<file path="src/rtl/simd_addsub_pkg.sv">
// Package: shared sizes, operation codes and lane-size codes for the
// partitioned adder-subtractor. Assumes a datapath width that is a whole
// number of slices.
package simd_addsub_pkg;
    localparam int DATA_W  = 64;
    localparam int SLICE_W = 8;
    localparam int OP_W    = 3;
    localparam int LSEL_W  = 2;

    typedef enum logic [OP_W-1:0] {
        OP_ADD  = 3'd0,
        OP_SUB  = 3'd1,
        OP_AND  = 3'd2,
        OP_OR   = 3'd3,
        OP_XOR  = 3'd4,
        OP_ANDN = 3'd5,
        OP_RSV6 = 3'd6,
        OP_RSV7 = 3'd7
    } op_e;

    typedef enum logic [LSEL_W-1:0] {
        LANE_8  = 2'd0,
        LANE_16 = 2'd1,
        LANE_32 = 2'd2,
        LANE_64 = 2'd3
    } lane_e;

    // True for the two codes that use the carry chain.
    function automatic logic op_is_arith(input op_e op);
        return (op == OP_ADD) || (op == OP_SUB);
    endfunction
endpackage

</file>
<file path="src/rtl/simd_lane_map.sv">
// Lane map: marks which slices start a new lane for the selected lane size.
// Assumes 8 slices or fewer per word. A lane spans 1, 2, 4 or 8 slices.
module simd_lane_map #(
    parameter int NUM_SLICES = 8,
    parameter int LSEL_W     = 2
) (
    input  logic [LSEL_W-1:0]     lane_sel,
    output logic [NUM_SLICES-1:0] slice_first
);
    genvar i;
    generate
        for (i = 0; i < NUM_SLICES; i++) begin : g_first
            localparam logic AT_16 = (i % 2) == 0;
            localparam logic AT_32 = (i % 4) == 0;
            localparam logic AT_64 = (i % 8) == 0;
            // Purpose: a slice starts a lane when its index is a multiple of the lane span.
            always_comb begin
                case (lane_sel)
                    2'd0:    slice_first[i] = 1'b1;
                    2'd1:    slice_first[i] = AT_16;
                    2'd2:    slice_first[i] = AT_32;
                    default: slice_first[i] = AT_64;
                endcase
            end
        end
    endgenerate
endmodule

</file>
<file path="src/rtl/simd_carry_chain.sv">
// Carry chain: a ripple of slice adders. A slice that starts a lane takes
// the operation's carry-in (0 add, 1 subtract). Every other slice takes the
// carry out of the slice below it. Assumes subtraction inverts operand b.
module simd_carry_chain #(
    parameter int SLICE_W    = 8,
    parameter int NUM_SLICES = 8,
    localparam int DW        = SLICE_W * NUM_SLICES
) (
    input  logic [DW-1:0]         a,
    input  logic [DW-1:0]         b,
    input  logic                  sub,
    input  logic [NUM_SLICES-1:0] slice_first,
    output logic [DW-1:0]         sum,
    output logic [NUM_SLICES-1:0] slice_cout,
    output logic [NUM_SLICES-1:0] slice_ovf
);
    genvar i;
    generate
        for (i = 0; i < NUM_SLICES; i++) begin : g_slice
            logic [SLICE_W-1:0] a_s;
            logic [SLICE_W-1:0] b_eff;
            logic [SLICE_W:0]   tot;
            logic               chain_in;
            logic               cin;
            logic               cout;

            if (i == 0) begin : g_lsb
                assign chain_in = sub;
            end else begin : g_upper
                assign chain_in = g_slice[i-1].cout;
            end

            // Purpose: choose the carry-in and add this slice.
            always_comb begin
                a_s   = a[i*SLICE_W +: SLICE_W];
                b_eff = sub ? ~b[i*SLICE_W +: SLICE_W] : b[i*SLICE_W +: SLICE_W];
                cin   = slice_first[i] ? sub : chain_in;
                tot   = {1'b0, a_s} + {1'b0, b_eff} + {{SLICE_W{1'b0}}, cin};
            end

            assign cout                       = tot[SLICE_W];
            assign sum[i*SLICE_W +: SLICE_W]  = tot[SLICE_W-1:0];
            assign slice_cout[i]              = cout;
            assign slice_ovf[i]               = (a_s[SLICE_W-1] == b_eff[SLICE_W-1]) &&
                                                (tot[SLICE_W-1] != a_s[SLICE_W-1]);
        end
    endgenerate
endmodule

</file>
<file path="src/rtl/simd_flag_gather.sv">
// Flag gather: for each lane k, picks the carry and overflow of the slice
// at the top of that lane. Lanes beyond the active count report 0, and so
// does every lane when the operation is not arithmetic.
module simd_flag_gather #(
    parameter int NUM_SLICES = 8,
    parameter int LSEL_W     = 2
) (
    input  logic [LSEL_W-1:0]     lane_sel,
    input  logic                  arith,
    input  logic [NUM_SLICES-1:0] slice_cout,
    input  logic [NUM_SLICES-1:0] slice_ovf,
    output logic [NUM_SLICES-1:0] lane_c,
    output logic [NUM_SLICES-1:0] lane_v
);
    localparam int NSEL = 1 << LSEL_W;

    genvar k, s;
    generate
        for (k = 0; k < NUM_SLICES; k++) begin : g_lane
            logic [NSEL-1:0] cand_c;
            logic [NSEL-1:0] cand_v;
            for (s = 0; s < NSEL; s++) begin : g_size
                localparam int SPAN = 1 << s;
                if ((k + 1) * SPAN <= NUM_SLICES) begin : g_live
                    assign cand_c[s] = slice_cout[(k+1)*SPAN-1];
                    assign cand_v[s] = slice_ovf[(k+1)*SPAN-1];
                end else begin : g_dead
                    assign cand_c[s] = 1'b0;
                    assign cand_v[s] = 1'b0;
                end
            end
            // Purpose: select this lane's flags for the active lane size.
            always_comb begin
                lane_c[k] = arith & cand_c[lane_sel];
                lane_v[k] = arith & cand_v[lane_sel];
            end
        end
    endgenerate
endmodule

</file>
<file path="src/rtl/simd_logic_unit.sv">
// Logic unit: bitwise AND, OR, XOR and AND-with-complement. When the wide
// select is low, only the low half of the word is produced and the upper
// half is 0. Codes outside the logic set give 0.
module simd_logic_unit
    import simd_addsub_pkg::*;
#(
    parameter int DW  = 64,
    localparam int HALF = DW / 2
) (
    input  op_e           op,
    input  logic          wide,
    input  logic [DW-1:0] a,
    input  logic [DW-1:0] b,
    output logic [DW-1:0] y
);
    logic [DW-1:0] full;

    // Purpose: evaluate the bitwise function over the whole word.
    always_comb begin
        case (op)
            OP_AND:  full = a & b;
            OP_OR:   full = a | b;
            OP_XOR:  full = a ^ b;
            OP_ANDN: full = a & ~b;
            default: full = '0;
        endcase
    end

    // Purpose: clear the upper half for a narrow logic operation.
    always_comb begin
        y = wide ? full : {{HALF{1'b0}}, full[HALF-1:0]};
    end
endmodule

</file>
<file path="src/rtl/simd_addsub.sv">
// Top: the partitioned SIMD adder-subtractor with its logic path. Inputs
// are sampled when in_valid is high. The result and flags are registered
// and held until the next accepted operation. Assumes a synchronous
// active-low reset.
module simd_addsub
    import simd_addsub_pkg::*;
#(
    parameter int DW  = simd_addsub_pkg::DATA_W,
    parameter int SW  = simd_addsub_pkg::SLICE_W,
    localparam int NS = DW / SW
) (
    input  logic                       clk,
    input  logic                       rst_n,
    input  logic                       in_valid,
    input  logic [DW-1:0]              opnd_a,
    input  logic [DW-1:0]              opnd_b,
    input  logic [OP_W-1:0]            op_sel,
    input  logic [LSEL_W-1:0]          lane_sel,
    output logic                       out_valid,
    output logic [DW-1:0]              result,
    output logic [NS-1:0]              lane_carry,
    output logic [NS-1:0]              lane_ovf,
    output logic                       flag_zero,
    output logic                       flag_ovf,
    output logic                       flag_carry
);
    op_e           op;
    logic          arith;
    logic          sub;
    logic [NS-1:0] slice_first;
    logic [DW-1:0] sum;
    logic [NS-1:0] slice_cout;
    logic [NS-1:0] slice_ovf;
    logic [NS-1:0] lane_c_d;
    logic [NS-1:0] lane_v_d;
    logic [DW-1:0] logic_y;
    logic [DW-1:0] res_d;

    assign op    = op_e'(op_sel);
    assign arith = op_is_arith(op);
    assign sub   = (op == OP_SUB);

    simd_lane_map #(.NUM_SLICES(NS), .LSEL_W(LSEL_W)) u_map (
        .lane_sel    (lane_sel),
        .slice_first (slice_first)
    );

    simd_carry_chain #(.SLICE_W(SW), .NUM_SLICES(NS)) u_chain (
        .a           (opnd_a),
        .b           (opnd_b),
        .sub         (sub),
        .slice_first (slice_first),
        .sum         (sum),
        .slice_cout  (slice_cout),
        .slice_ovf   (slice_ovf)
    );

    simd_flag_gather #(.NUM_SLICES(NS), .LSEL_W(LSEL_W)) u_gather (
        .lane_sel   (lane_sel),
        .arith      (arith),
        .slice_cout (slice_cout),
        .slice_ovf  (slice_ovf),
        .lane_c     (lane_c_d),
        .lane_v     (lane_v_d)
    );

    simd_logic_unit #(.DW(DW)) u_logic (
        .op   (op),
        .wide (lane_sel == LANE_64),
        .a    (opnd_a),
        .b    (opnd_b),
        .y    (logic_y)
    );

    // Purpose: choose the arithmetic or the logic result.
    always_comb begin
        res_d = arith ? sum : logic_y;
    end

    // Purpose: register the result and flags and track output validity.
    always_ff @(posedge clk) begin
        if (!rst_n) begin
            out_valid  <= 1'b0;
            result     <= '0;
            lane_carry <= '0;
            lane_ovf   <= '0;
            flag_zero  <= 1'b0;
            flag_ovf   <= 1'b0;
            flag_carry <= 1'b0;
        end else begin
            out_valid <= in_valid;
            if (in_valid) begin
                result     <= res_d;
                lane_carry <= lane_c_d;
                lane_ovf   <= lane_v_d;
                flag_zero  <= (res_d == '0);
                flag_ovf   <= |lane_v_d;
                flag_carry <= |lane_c_d;
            end
        end
    end
endmodule

</file>
<file path="config.mk">
export PLATFORM = sky130hd
export DESIGN_NAME = simd_addsub
export DESIGN_NICKNAME = d
export VERILOG_FILES = /design/src/rtl/simd_addsub_pkg.sv /design/src/rtl/simd_lane_map.sv /design/src/rtl/simd_carry_chain.sv /design/src/rtl/simd_flag_gather.sv /design/src/rtl/simd_logic_unit.sv /design/src/rtl/simd_addsub.sv
export SDC_FILE = /design/constraint.sdc
export NUM_CORES = 1
export LEC_CHECK = 0
export BUFFER_PORTS_ARGS = -buffer_cell sky130_fd_sc_hd__buf_2
export CORE_MARGIN = 2
export CORE_UTILIZATION = 45
export CTS_CLUSTER_DIAMETER = 80
export DETAILED_ROUTE_END_ITERATION = 6
export PLACE_DENSITY = 0.71
export SETUP_SLACK_MARGIN = 0.05
export SLEW_MARGIN = 20
export SYNTH_ARGS = -nofsm -noshare
export SYNTH_HDL_FRONTEND = slang
export SYNTH_SLANG_ARGS = --single-unit
</file>
<file path="constraint.sdc">
create_clock -name clk -period 17.1 [get_ports clk]
set_input_delay 3.42 -clock clk [delete_from_list [all_inputs] [get_ports clk]]
set_output_delay 3.42 -clock clk [all_outputs]
set_load 0.01 [all_outputs]
</file>
== Word-level counts from Yosys, hierarchy flattened ==
Index checks and enable logic that the tools add are counted.

* Multiply operators: 0
* Mux-type cells: 53
* Shifts and indexed selects: 0
* Bitwise operators: 29
* $add $sub $neg: 16
* Div/mod/pow operators: 0
* Reductions and logical operators: 16
* Eq/ne operators: 24
* $lt $le $gt $ge: 1

{| class="wikitable"
|+ Operator list
! operator !! count
|-
| case mux 64 bit (4 select lines) || 1
|-
| bitwise AND 64 bit || 2
|-
| two-way mux 64 bit || 2
|-
| adder 8 x 8 -> 9 bit || 8
|-
| adder 9 x 1 -> 9 bit || 8
|-
| zero test 64 bit || 1
|-
| two-way mux 8 bit || 8
|-
| NOT 64 bit || 1
|-
| NOT 8 bit || 8
|-
| OR 64 bit || 1
|-
| bitwise XOR 64 bit || 1
|-
| binary-select mux 1 bit (select 2 bit) || 16
|-
| two-way mux 1 bit || 26
|-
| bitwise AND 1 bit || 16
|-
| OR reduction 8 bit || 2
|-
| equality test 1 bit || 8
|-
| logical AND 1 bit || 8
|-
| inequality test 1 bit || 8
|-
| equality test 3 x 2 -> 1 bit, second input constant || 2
|-
| equality test 3 bit, second input constant || 2
|-
| equality test 2 bit, second input constant || 2
|-
| equality test 3 x 1 -> 1 bit, second input constant || 1
|-
| zero test 3 bit || 1
|-
| less-than comparator 2 x 3 -> 1 bit, second input constant || 1
|-
| other kinds (5) || 5
|}

* ROM bits: 0
* Flip-flop bits (word level): 84
* Memory bits (writable): 0
* Bits in latches: 0
* Output and inout port bits: 84
* Logic and storage cells: 146
* Memories kept: 0

== Logic depth before layout (Yosys ltp) ==
Gate-level depths: netlist of the first run.

* Depth in word-level cells: 24
* Mapped depth: 82
* Depth with buffers taken out: 78

== Cells and area by module ==
Synthesis of the first run repeated with hierarchy kept, for this count alone.

* Cells, all modules: 1456
* Area, all modules: 11338.4 sq um

{| class="wikitable"
|+ Modules (own cells, without submodules)
! module !! area each (sq um) !! times used !! sequential area each (sq um) !! cells an instance
|-
| simd_addsub || 4035.1 || 1 || 1681.6 || 481
|-
| simd_carry_chain || 3726.1 || 1 || 0.0 || 474
|-
| simd_logic_unit || 3294.4 || 1 || 0.0 || 460
|-
| simd_flag_gather || 230.2 || 1 || 0.0 || 32
|-
| simd_lane_map || 52.6 || 1 || 0.0 || 9
|}

== Worst setup path before layout of the first run ==
No wires, ideal clock.

* Path kind: input-to-reg
* Start point: input op_sel[1]
* End point: register flag_zero
* Slack: -1337 ps
* Data required time: 17012 ps
* Buffers on the path: 5
* Stages on the path: 82
* Library setup time: 88 ps
* Arrival: 18349 ps
* Cells stage by stage: buf_6 > or2_1 > buf_2 > buf_1 > nor2_1 > buf_2 > buf_1 > xnor2_1 > ha_1 > o21ai_0 > a21oi_1 > o21a_1 > o211ai_1 > nand2_1 > o21ai_0 > fa_1 > fa_1 > nor2b_1 > (+46 left out) > nand2b_1 > a21oi_1 > a21o_1 > a2111oi_0 > nor3_1 > o21a_1 > fa_1 > fa_1 > nand3_1 > a21oi_1 > nand2b_1 > o221a_2 > o2111ai_1 > nor4_1 > nand4_1 > and4bb_1 > nand4_1 > o32ai_2

* Longest elaborated chain between the ends: 20
* Elaborated cells on any way between the ends: 42

{| class="wikitable"
|+ Ends and longest elaborated chain
! item !! line !! RTL
|-
| start: declaration || simd_addsub.sv:17 || <nowiki>input logic [OP_W-1:0] op_sel,</nowiki>
|-
| equality test 3 x 1 -> 1 bit || simd_addsub_pkg.sv:30, simd_addsub.sv:41 ||
|-
| two-way mux 8 bit || simd_carry_chain.sv:36 || <nowiki>b_eff = sub ? ~b[i*SLICE_W +: SLICE_W] : b[i*SLICE_W +: SLICE_W];</nowiki>
|-
| adder 8 x 8 -> 9 bit || simd_carry_chain.sv:38 || <nowiki>tot = {1'b0, a_s} + {1'b0, b_eff} + {{SLICE_W{1'b0}}, cin};</nowiki>
|-
| adder 9 x 1 -> 9 bit || simd_carry_chain.sv:38 ||
|-
| two-way mux 1 bit || simd_carry_chain.sv:37 || <nowiki>cin = slice_first[i] ? sub : chain_in;</nowiki>
|-
| adder 9 x 1 -> 9 bit || simd_carry_chain.sv:38 ||
|-
| two-way mux 1 bit || simd_carry_chain.sv:37 ||
|-
| adder 9 x 1 -> 9 bit || simd_carry_chain.sv:38 ||
|-
| (+4 left out) || -- ||
|-
| two-way mux 1 bit || simd_carry_chain.sv:37 ||
|-
| adder 9 x 1 -> 9 bit || simd_carry_chain.sv:38 ||
|-
| two-way mux 1 bit || simd_carry_chain.sv:37 ||
|-
| adder 9 x 1 -> 9 bit || simd_carry_chain.sv:38 ||
|-
| two-way mux 1 bit || simd_carry_chain.sv:37 ||
|-
| adder 9 x 1 -> 9 bit || simd_carry_chain.sv:38 ||
|-
| two-way mux 64 bit (*) || simd_addsub.sv:77 || <nowiki>res_d = arith ? sum : logic_y;</nowiki>
|-
| zero test 64 bit (*) || simd_addsub.sv:96 || <nowiki>flag_zero <= (res_d == '0);</nowiki>
|-
| end signal: assignment || simd_addsub.sv:96 ||
|-
| end: declaration || simd_addsub.sv:23 || <nowiki>output logic flag_zero,</nowiki>
|}

Every way passes the cells marked *; elsewhere a longest branch is shown, timed or not.
A chain may end at the register's enable or synchronous reset.

== Worst setup path in the final report of the first run ==
* Start point: input op_sel[2]
* End point: register flag_zero

Same word-level chain as after synthesis.

==> impl_metrics.tcl, run 1 <==
set metrics [dict create \
    ctsLongestPathBuffers 2 \
    tightest_slew_ns 1.102 \
    gp_congestion 0.9507 \
    antenna_found_initial 1 \
    ys_seq_area_share_pct 16.42 \
    crit_arrival_ns 17.17 \
    htreeDepth 3 \
    p_leak_nw 5.908 \
    cp_max_fo 3 \
    hold_viol_final 0 \
    synthCells 1407 \
    track_usage_pct 31.26 \
    postRouteAntennaNets 0 \
    worst-setup-path-type "primary input to flop" \
    cap_viol_max_count 0 \
    status "finished clean" \
    syn2layout_area_growth_pct 22.40 \
    setup-tns-final_ns 0 \
    clock_skew_ns 0 \
    vias_per_cell 5.985 \
    die_w_um 154.9 \
    slowest_stage "fa_2" \
    synth-simple-area-share_pct 19.51 \
    grt_pass1_wl_um 58630 \
    synth_fp_nets 1678 \
    min_period_over_period_pct 98.72 \
    firstDrtPassIters 5 \
    io_buffers 219 \
    stdcell_area_sq_mm 0.01253 \
    grt_start_max_net_pins 77 \
    max_freq_mhz 59.24 \
    rows 55 \
    period_needed_ns 16.88 \
    ys.flop_type "dfxtp_1" \
    grt_pass1_vias 10920 \
    hp-class "flop to flop" \
    initial_core_util_pct 45.50 \
    crit_top_cell "fa_2" \
    cp_slowest_stage_delay_ns 0.41 \
    core-area_sq_mm 0.02250 \
    ctsHoldBuffers 0 \
    cts_tree "yes" \
    synth_top_family_by_area "compound AO/OA/AOI/OAI gates" \
    clk_latency_ns 0.36 \
    die-area_sq_mm 0.02398 \
    synth_cell_type_count 78 \
    drt-wirelength-per-cell_um 19.83 \
    synth_compound_area_share_pct 26.41 \
    drtIter0Drc 1135 \
    ys_ff_latch 84 \
    clk_pin_slew_worst_paths_ns 0.08 \
    peakVddDrop_uv 41.63 \
    final_max_slew_viol_count 0 \
    ys_warn_count 0 \
    slew_headroom_pct 26.06 \
    hpwl_um 28760 \
    synthArstFlopShare_pct 0 \
    end_kind "flop" \
    num_vias 11550 \
    p_total_mw 0.8354 \
    whs_ns 0.4636 \
    cts-root-buf "clkbuf_16" \
    routed_wl_um 38240 \
    synthXorXnorAreaFrac_pct 8.639 \
    setup_viol 0 \
    overflow 0 \
    cts_sinks 84 \
    synth_fa_ha_area_share_pct 17.60 \
    die_y_um 154.9 \
    fillers 2187 \
    drc 0 \
    synth_edf_count 0 \
    place_area_sq_mm 0.01188 \
    rsz0062_at_grt "yes" \
    synth_area_sq_mm 0.01024 \
    fin_nets 1908 \
    cp-start-kind "primary input" \
    avgSynthCellArea_sq_um 7.278 \
    powerDensity_mw_per_mm2 66.66 \
    cts_buffers 9 \
    drive_above_1_share_pct 23.51 \
    synth_mux_area_share_pct 2.248 \
    pin_count 220 \
    required_ns 17.38 \
]
## power by group
group / internal [mW] / switching, mW / total (mW)
clock network: 0.116 / 0.0983 / 0.214
logic: 0.173 / 0.232 / 0.405
registers: 0.208 / 0.00730 / 0.216
## cells by family (layout without fill, tap and decap cells)
group / Yosys count / count (layout)
AND/OR/NAND/NOR: 424 / 424
multiplexers: 23 / 23
AO/OA/AOI/OAI: 407 / 407
other: 0 / 2
flip-flops: 84 / 84
buffers and inverters: 233 / 468
adder cells (fa/ha/maj): 135 / 135
XOR/XNOR: 101 / 101
## layer usage
layer	vias to the layer above	track usage (%)	wire length (um)
met4	0	15.78	1862
met3	114	6.295	3649
met1	5381	39.81	15290
li1	5453	-	-
met2	598	50.43	17440
met5	-	0	0
## through the flow
stage / worst slack [ns] / cells / util [%]
2_1_floorplan: 0.07314 / 1407 / -
4_1_cts: 0.06088 / 1911 / 54.52
3_3_place_gp: -0.1863 / 1886 / 52.78
5_1_grt: -0.3455 / 1928 / 55.69
3_5_place_dp: -0.6261 / 1886 / 52.78
6_report: 0.2191 / 1929 / 55.70
## path summary, 6_finish.rpt
check,startpoint,endpoint,slack [ns],cells after the start
worst max-delay path,op_sel[2],flag_zero,0.22,78
worst min-delay path,result[59],result[59],0.46,2
worst max register to register,result[17],result[17],16.24,2
worst min register to register,result[59],result[59],0.46,2
## critical path: cells and delay by family
family / cells / cell delay (ns)
compound gates: 36 / 4.42
fa+ha+maj: 15 / 5.40
simple gates: 23 / 3.43
buf+inv: 2 / 0.20
xor+xnor: 2 / 0.26
## what timing repair did
item                       CTS  global route
resized for setup            5            31
pin swaps                   15            23
setup endpoints to repair    1            14
setup buffers                9            16
## sequential cells by signal, indices dropped and copies added (netlist names)
signal	count
flag_carry	1
flag_ovf	1
flag_zero	1
lane_carry	8
lane_ovf	8
out_valid	1
result	64
## layout make-up
class / count / area [sq um] / share of cell area (%)
Tap cell: 285 / 356.6 / 2.845
Multi-Input combinational cell: 1090 / 7894 / 62.98
Sequential cell: 84 / 1682 / 13.42
Clock buffer: 9 / 225.2 / 1.797
Inverter: 150 / 563.0 / 4.492
Clock inverter: 7 / 82.58 / 0.6589
Antenna cell: 2 / 5.005 / 0.03993
Timing Repair Buffer: 302 / 1725 / 13.77
## synthesized netlist by cell type (all sizes together), types with 28 or more instances
library cell / count / area, sq um
o21ai: 97 / 485.5
ha: 120 / 1501
a21oi: 87 / 435.4
dfxtp: 84 / 1682
a211oi: 47 / 352.8
buf: 43 / 225.2
xnor2: 82 / 718.2
inv: 150 / 563.0
nor2: 167 / 629.4
nor3: 28 / 140.1
nand2: 97 / 364.1
clkbuf: 40 / 151.4
nand3: 35 / 175.2
## layout by cell type (no fill, tap or decap), types with 9 or more instances in the layout
cell type / instances
xnor2_1: 81
a21o_1: 14
nor2b_1: 11
inv_1: 148
nand4_1: 9
o211ai_1: 12
dfxtp_1: 84
a211oi_1: 47
a31oi_1: 17
buf_2: 218
nand2b_1: 18
nand3_1: 34
mux2i_1: 23
ha_1: 120
xor2_1: 19
fa_2: 15
nor2_1: 164
buf_4: 83
a21oi_1: 76
nand2_1: 97
nor3_1: 27
o21ai_0: 86
clkbuf_16: 9
o22ai_1: 14
a2bb2oi_1: 13
a221oi_1: 18
No activity file was read; power rests on OpenSTA's default activity.
==> run 2, diff against run 1 <==
--- a/config.mk
+++ b/config.mk
@@ -10,7 +10,7 @@
 export CORE_UTILIZATION = 45
 export CTS_CLUSTER_DIAMETER = 80
 export DETAILED_ROUTE_END_ITERATION = 6
-export PLACE_DENSITY = 0.71
+export PLACE_DENSITY = 0.68
 export SETUP_SLACK_MARGIN = 0.05
 export SLEW_MARGIN = 20
 export SYNTH_ARGS = -nofsm -noshare
==> constraint.sdc (replaced) <==
create_clock -name clk -period 19.98 [get_ports clk]
set_input_delay 3.996 -clock clk [delete_from_list [all_inputs] [get_ports clk]]
set_output_delay 3.996 -clock clk [all_outputs]
set_load 0.01 [all_outputs]
==> impl_metrics.tcl, run 2 (synthesis results as in run 1) <==
set metrics [dict create \
    clk_pin_slew_worst_paths_ns 0.08 \
    reg_top3 "result: 64 flops, lane_carry: 8 flops, lane_ovf: 8 flops" \
    hold_viol_final 0 \
    die_w_um 154.9 \
    hpwl_um 29050 \
    powerDensity_mw_per_mm2 56.42 \
    period_needed_ns 19.00 \
    final_cell_mix "buf_2, nor2_1, inv_1" \
    die-area_sq_mm 0.02398 \
    num_vias 11330 \
    fin_nets 1853 \
    cts_sinks 84 \
    firstDrtPassIters 6 \
    cts-root-buf "clkbuf_16" \
    status "finished clean" \
    rows 55 \
    cp-start-kind "primary input" \
    grt_pass1_vias 10550 \
    drc 0 \
    slowest_stage "fa_2" \
    pin_count 220 \
    io_buffers 219 \
    antenna_found_initial 1 \
    fillers 2254 \
    clk_latency_ns 0.36 \
    ctsHoldBuffers 0 \
    cap_viol_max_count 0 \
    stdcell_area_sq_mm 0.01193 \
    routed_wl_um 38800 \
    initial_core_util_pct 45.50 \
    p_leak_nw 5.571 \
    rsz0062_at_grt "no" \
    largest_register "result" \
    setup_viol 0 \
    tightest_slew_ns 1.067 \
    track_usage_pct 31.60 \
    final_max_slew_viol_count 0 \
    syn2layout_area_growth_pct 16.52 \
    dp_slack_ns 0.0009592 \
    cp_slowest_stage_delay_ns 0.45 \
    slew_headroom_pct 28.42 \
    drive_above_1_share_pct 18.85 \
    vias_per_cell 6.051 \
    setup-tns-final_ns 0 \
    peakVddDrop_uv 35.72 \
    setup_ws_ns 0.9799 \
    cp_max_fo 4 \
    grt_pass1_wl_um 58950 \
    largest_reg_flops 64 \
    whs_ns 0.4655 \
    drt-wirelength-per-cell_um 20.73 \
    die_y_um 154.9 \
    htreeDepth 3 \
    core-area_sq_mm 0.02250 \
    crit_arrival_ns 19.29 \
    max_freq_mhz 52.63 \
    drtIter0Drc 1077 \
    layout.area.seq_sq_mm 0.001682 \
    grt_start_max_net_pins 70 \
    multi_input_comb_area_sq_mm 0.007715 \
    final_common_cell "buf_2" \
    ctsLongestPathBuffers 2 \
    gp_congestion 0.9594 \
    fin_util_pct 53.02 \
    reg2reg_slack_ns 19.15 \
    cts_tree "yes" \
    required_ns 20.27 \
    cts_buffers 9 \
    end_kind "flop" \
    postRouteAntennaNets 0 \
    overflow 0 \
    hp-class "flop to flop" \
    clock_skew_ns 0 \
    worst-setup-path-type "primary input to flop" \
    min_period_over_period_pct 95.10 \
    place_area_sq_mm 0.01151 \
]
run 2: power breakdown:
group | leakage [nW] | switching (mW) | internal (mW)
Sequential | 0.691 | 0.00617 | 0.178
Combinational | 4.76 | 0.191 | 0.126
Clock | 0.125 | 0.0872 | 0.0852
run 2: cell type report:
| cell class | instances | share of cell area (%) |
|---|---|---|
| Clock inverter | 6 | 0.4090 |
| Multi-Input combinational cell | 1090 | 64.66 |
| Tap cell | 285 | 2.989 |
| Inverter | 150 | 4.719 |
| Clock buffer | 9 | 1.888 |
| Sequential cell | 84 | 14.09 |
| Antenna cell | 1 | 0.02097 |
| Timing Repair Buffer | 247 | 11.22 |
run 2: final timing paths:
kind	start	end	depth (start not counted)
max	op_sel[1]	flag_zero	79
min	result[56]	result[56]	2
max reg2reg	result[42]	result[42]	2
min reg2reg	result[56]	result[56]	2
run 2: layer usage:
| metal | global-route usage, % | routed length, um | up-vias |
|---|---|---|---|
| li1 | - | - | 5335 |
| met1 | 41.79 | 16050 | 5314 |
| met2 | 52.06 | 17810 | 591 |
| met3 | 4.930 | 3479 | 87 |
| met4 | 11.99 | 1459 | 0 |
| met5 | 0 | 0 | - |
run 2: repair_timing:
action / 4_1_cts / 5_1_grt
setup endpoints to repair: 0 / 13
hold endpoints to repair: 0 / 0
gates resized for setup: 0 / 22
buffers inserted: 0 / 6
run 2: critical path: cells and delay by family:
family	cells	cell delay, ns
fa+ha+maj	15	5.98
compound gates	37	4.99
simple gates	24	3.94
buf+inv	2	0.20
xor+xnor	1	0.16
run 2: stage by stage:
stage          std cells  total power [mW]
2_1_floorplan       1407            0.3901
3_3_place_gp        1849            0.4858
3_5_place_dp        1849            0.4896
4_1_cts             1864            0.6615
5_1_grt             1872            0.7092
6_report            1872            0.6732
==> run 3, diff against run 2 <==
--- a/config.mk
+++ b/config.mk
@@ -8,11 +8,13 @@
 export BUFFER_PORTS_ARGS = -buffer_cell sky130_fd_sc_hd__buf_2
 export CORE_MARGIN = 2
 export CORE_UTILIZATION = 45
+export CTS_BUF_LIST = sky130_fd_sc_hd__clkbuf_8
 export CTS_CLUSTER_DIAMETER = 80
 export DETAILED_ROUTE_END_ITERATION = 6
-export PLACE_DENSITY = 0.68
+export PLACE_DENSITY = 0.67
 export SETUP_SLACK_MARGIN = 0.05
 export SLEW_MARGIN = 20
 export SYNTH_ARGS = -nofsm -noshare
 export SYNTH_HDL_FRONTEND = slang
+export SYNTH_HIERARCHICAL = 1
 export SYNTH_SLANG_ARGS = --single-unit
==> impl_metrics.tcl, run 3 <==
set metrics [dict create \
    status "finished clean" \
    rsz0062_at_grt "no" \
    cts-root-buf "clkbuf_8" \
    place_area_sq_mm 0.01243 \
    crit_top_cell "fa_1" \
    final_common_cell "buf_2" \
    pin_count 220 \
    synthCells 1454 \
    num_vias 11610 \
    worst-setup-path-type "primary input to flop" \
    final_max_slew_viol_count 0 \
    drive_above_1_share_pct 17.63 \
    hpwl_um 27120 \
    tightest_slew_ns 1.074 \
    htreeDepth 3 \
    routed_wl_um 36950 \
    fin_cells 1936 \
    vias_per_cell 5.998 \
    firstDrtPassIters 5 \
    sw_frac_of_total_pct 43.91 \
    clock_skew_ns 0 \
    ctsHoldBuffers 0 \
    clk_pin_slew_worst_paths_ns 0.10 \
    fillers 2452 \
    syn2layout_area_growth_pct 11.32 \
    cts_resized 0 \
    die-area_sq_mm 0.02646 \
    period_needed_ns 17.47 \
    drtIter0Drc 1029 \
    cts_tree "yes" \
    antenna_found_initial 1 \
    largest_register "result" \
    cts_buffers 9 \
    clk_latency_ns 0.39 \
    grt_pass1_wl_um 57830 \
    grt_start_max_net_pins 89 \
    end_kind "flop" \
    gp_congestion 0.8898 \
    synth_area_sq_mm 0.01133 \
    slew_headroom_pct 28.37 \
    stdcell_area_sq_mm 0.01261 \
    core-area_sq_mm 0.02496 \
    internal_power_mw 0.3569 \
    die_w_um 162.7 \
    dp.cells 1919 \
    ys_warn_count 6 \
    hp-class "flop to flop" \
    setup_viol 0 \
    largest_reg_flops 64 \
    ctsLongestPathBuffers 2 \
    reg_top3 "result: 64 flops, lane_carry: 8 flops, lane_ovf: 8 flops" \
    final_cell_mix "buf_2, inv_1, ha_1" \
    cp_max_fo 39 \
    cp_slowest_stage_delay_ns 0.56 \
    max_freq_mhz 57.23 \
    slowest_stage "and2_4" \
    postRouteAntennaNets 0 \
    drc 0 \
    setup-tns-final_ns 0 \
    cts_sinks 84 \
    share_comb_of_total_power_pct 51.7 \
    grt_pass1_vias 10900 \
    cts_setup_buffers 0 \
    track_usage_pct 27.35 \
    seq_power_share_pct 28.8 \
    io_buffers 219 \
    min_period_over_period_pct 87.45 \
    die_y_um 162.7 \
    crit_arrival_ns 17.81 \
    p_sw_mw 0.2794 \
    layout.area.seq_sq_mm 0.001682 \
    cp-start-kind "primary input" \
    hold_viol_final 0 \
    fin_nets 1871 \
    synth_fp_nets 1725 \
    peakVddDrop_uv 41.96 \
    drt-wirelength-per-cell_um 19.08 \
    avgSynthCellArea_sq_um 7.790 \
    p_leak_nw 6.760 \
    powerDensity_mw_per_mm2 50.47 \
    cap_viol_max_count 0 \
    overflow 0 \
    required_ns 20.31 \
    initial_core_util_pct 45.37 \
    rows 58 \
    multi_input_comb_area_sq_mm 0.008477 \
    whs_ns 0.4819 \
    power.share.clock_pct 19.5 \
]
[run 3: final timing paths]
kind	slack, ns	cells after the start	endpoint	startpoint
setup / recovery	2.51	57	flag_zero	op_sel[2]
hold / removal	0.48	1	result[23]	result[23]
setup reg to reg	19.22	2	flag_carry	flag_carry
hold reg to reg	0.48	1	result[23]	result[23]
[run 3: cell type report]
| type | instances | area share [%] |
|---|---|---|
| repair buffers | 233 | 9.546 |
| clock inverters | 7 | 0.4068 |
| multi-input cells | 1097 | 67.23 |
| flip-flops and latches | 84 | 13.34 |
| well taps | 330 | 3.274 |
| inverters | 175 | 5.209 |
| clock buffers | 9 | 0.9823 |
| diodes | 1 | 0.01985 |
[run 3: critical path: cells and delay by family]
family / cells / cell delay, ns
multiplexers: 7 / 0.85
XOR/XNOR: 1 / 0.25
AND/OR/NAND/NOR: 13 / 2.58
adder cells (fa/ha/maj): 15 / 6.45
buffers and inverters: 2 / 0.21
AO/OA/AOI/OAI: 19 / 3.45
[run 3: per-layer routing]
metal	share of wire, %	vias up	GRT usage [%]	routed length (um)
met3	7.6	54	4.100	2805
met4	2.6	2	8.769	953
met5	0.030	-	0	11
met1	45	5511	38.48	16630
met2	45	495	42.96	16540
li1	-	5550	-	-
[run 3: power by group through the flow]
stage	clock network, mW	registers [mW]	logic (mW)
floorplan	0	0.192	0.225
global placement	0	0.187	0.317
detailed placement	0	0.187	0.322
CTS	0.127	0.184	0.324
global route	0.133	0.185	0.361
finish	0.124	0.184	0.329
[run 3: through the flow]
| step | setup slack [ns] | total power [mW] | util [%] |
|---|---|---|---|
| final | 2.507 | 0.6364 | 50.51 |
| after global routing | 1.561 | 0.6791 | 50.50 |
| after CTS | 2.517 | 0.6347 | 50.50 |
| after detailed placement | 2.201 | 0.5097 | 49.80 |
| after global placement | 2.620 | 0.5041 | 49.80 |
| after floorplan | 3.268 | 0.4170 | - |
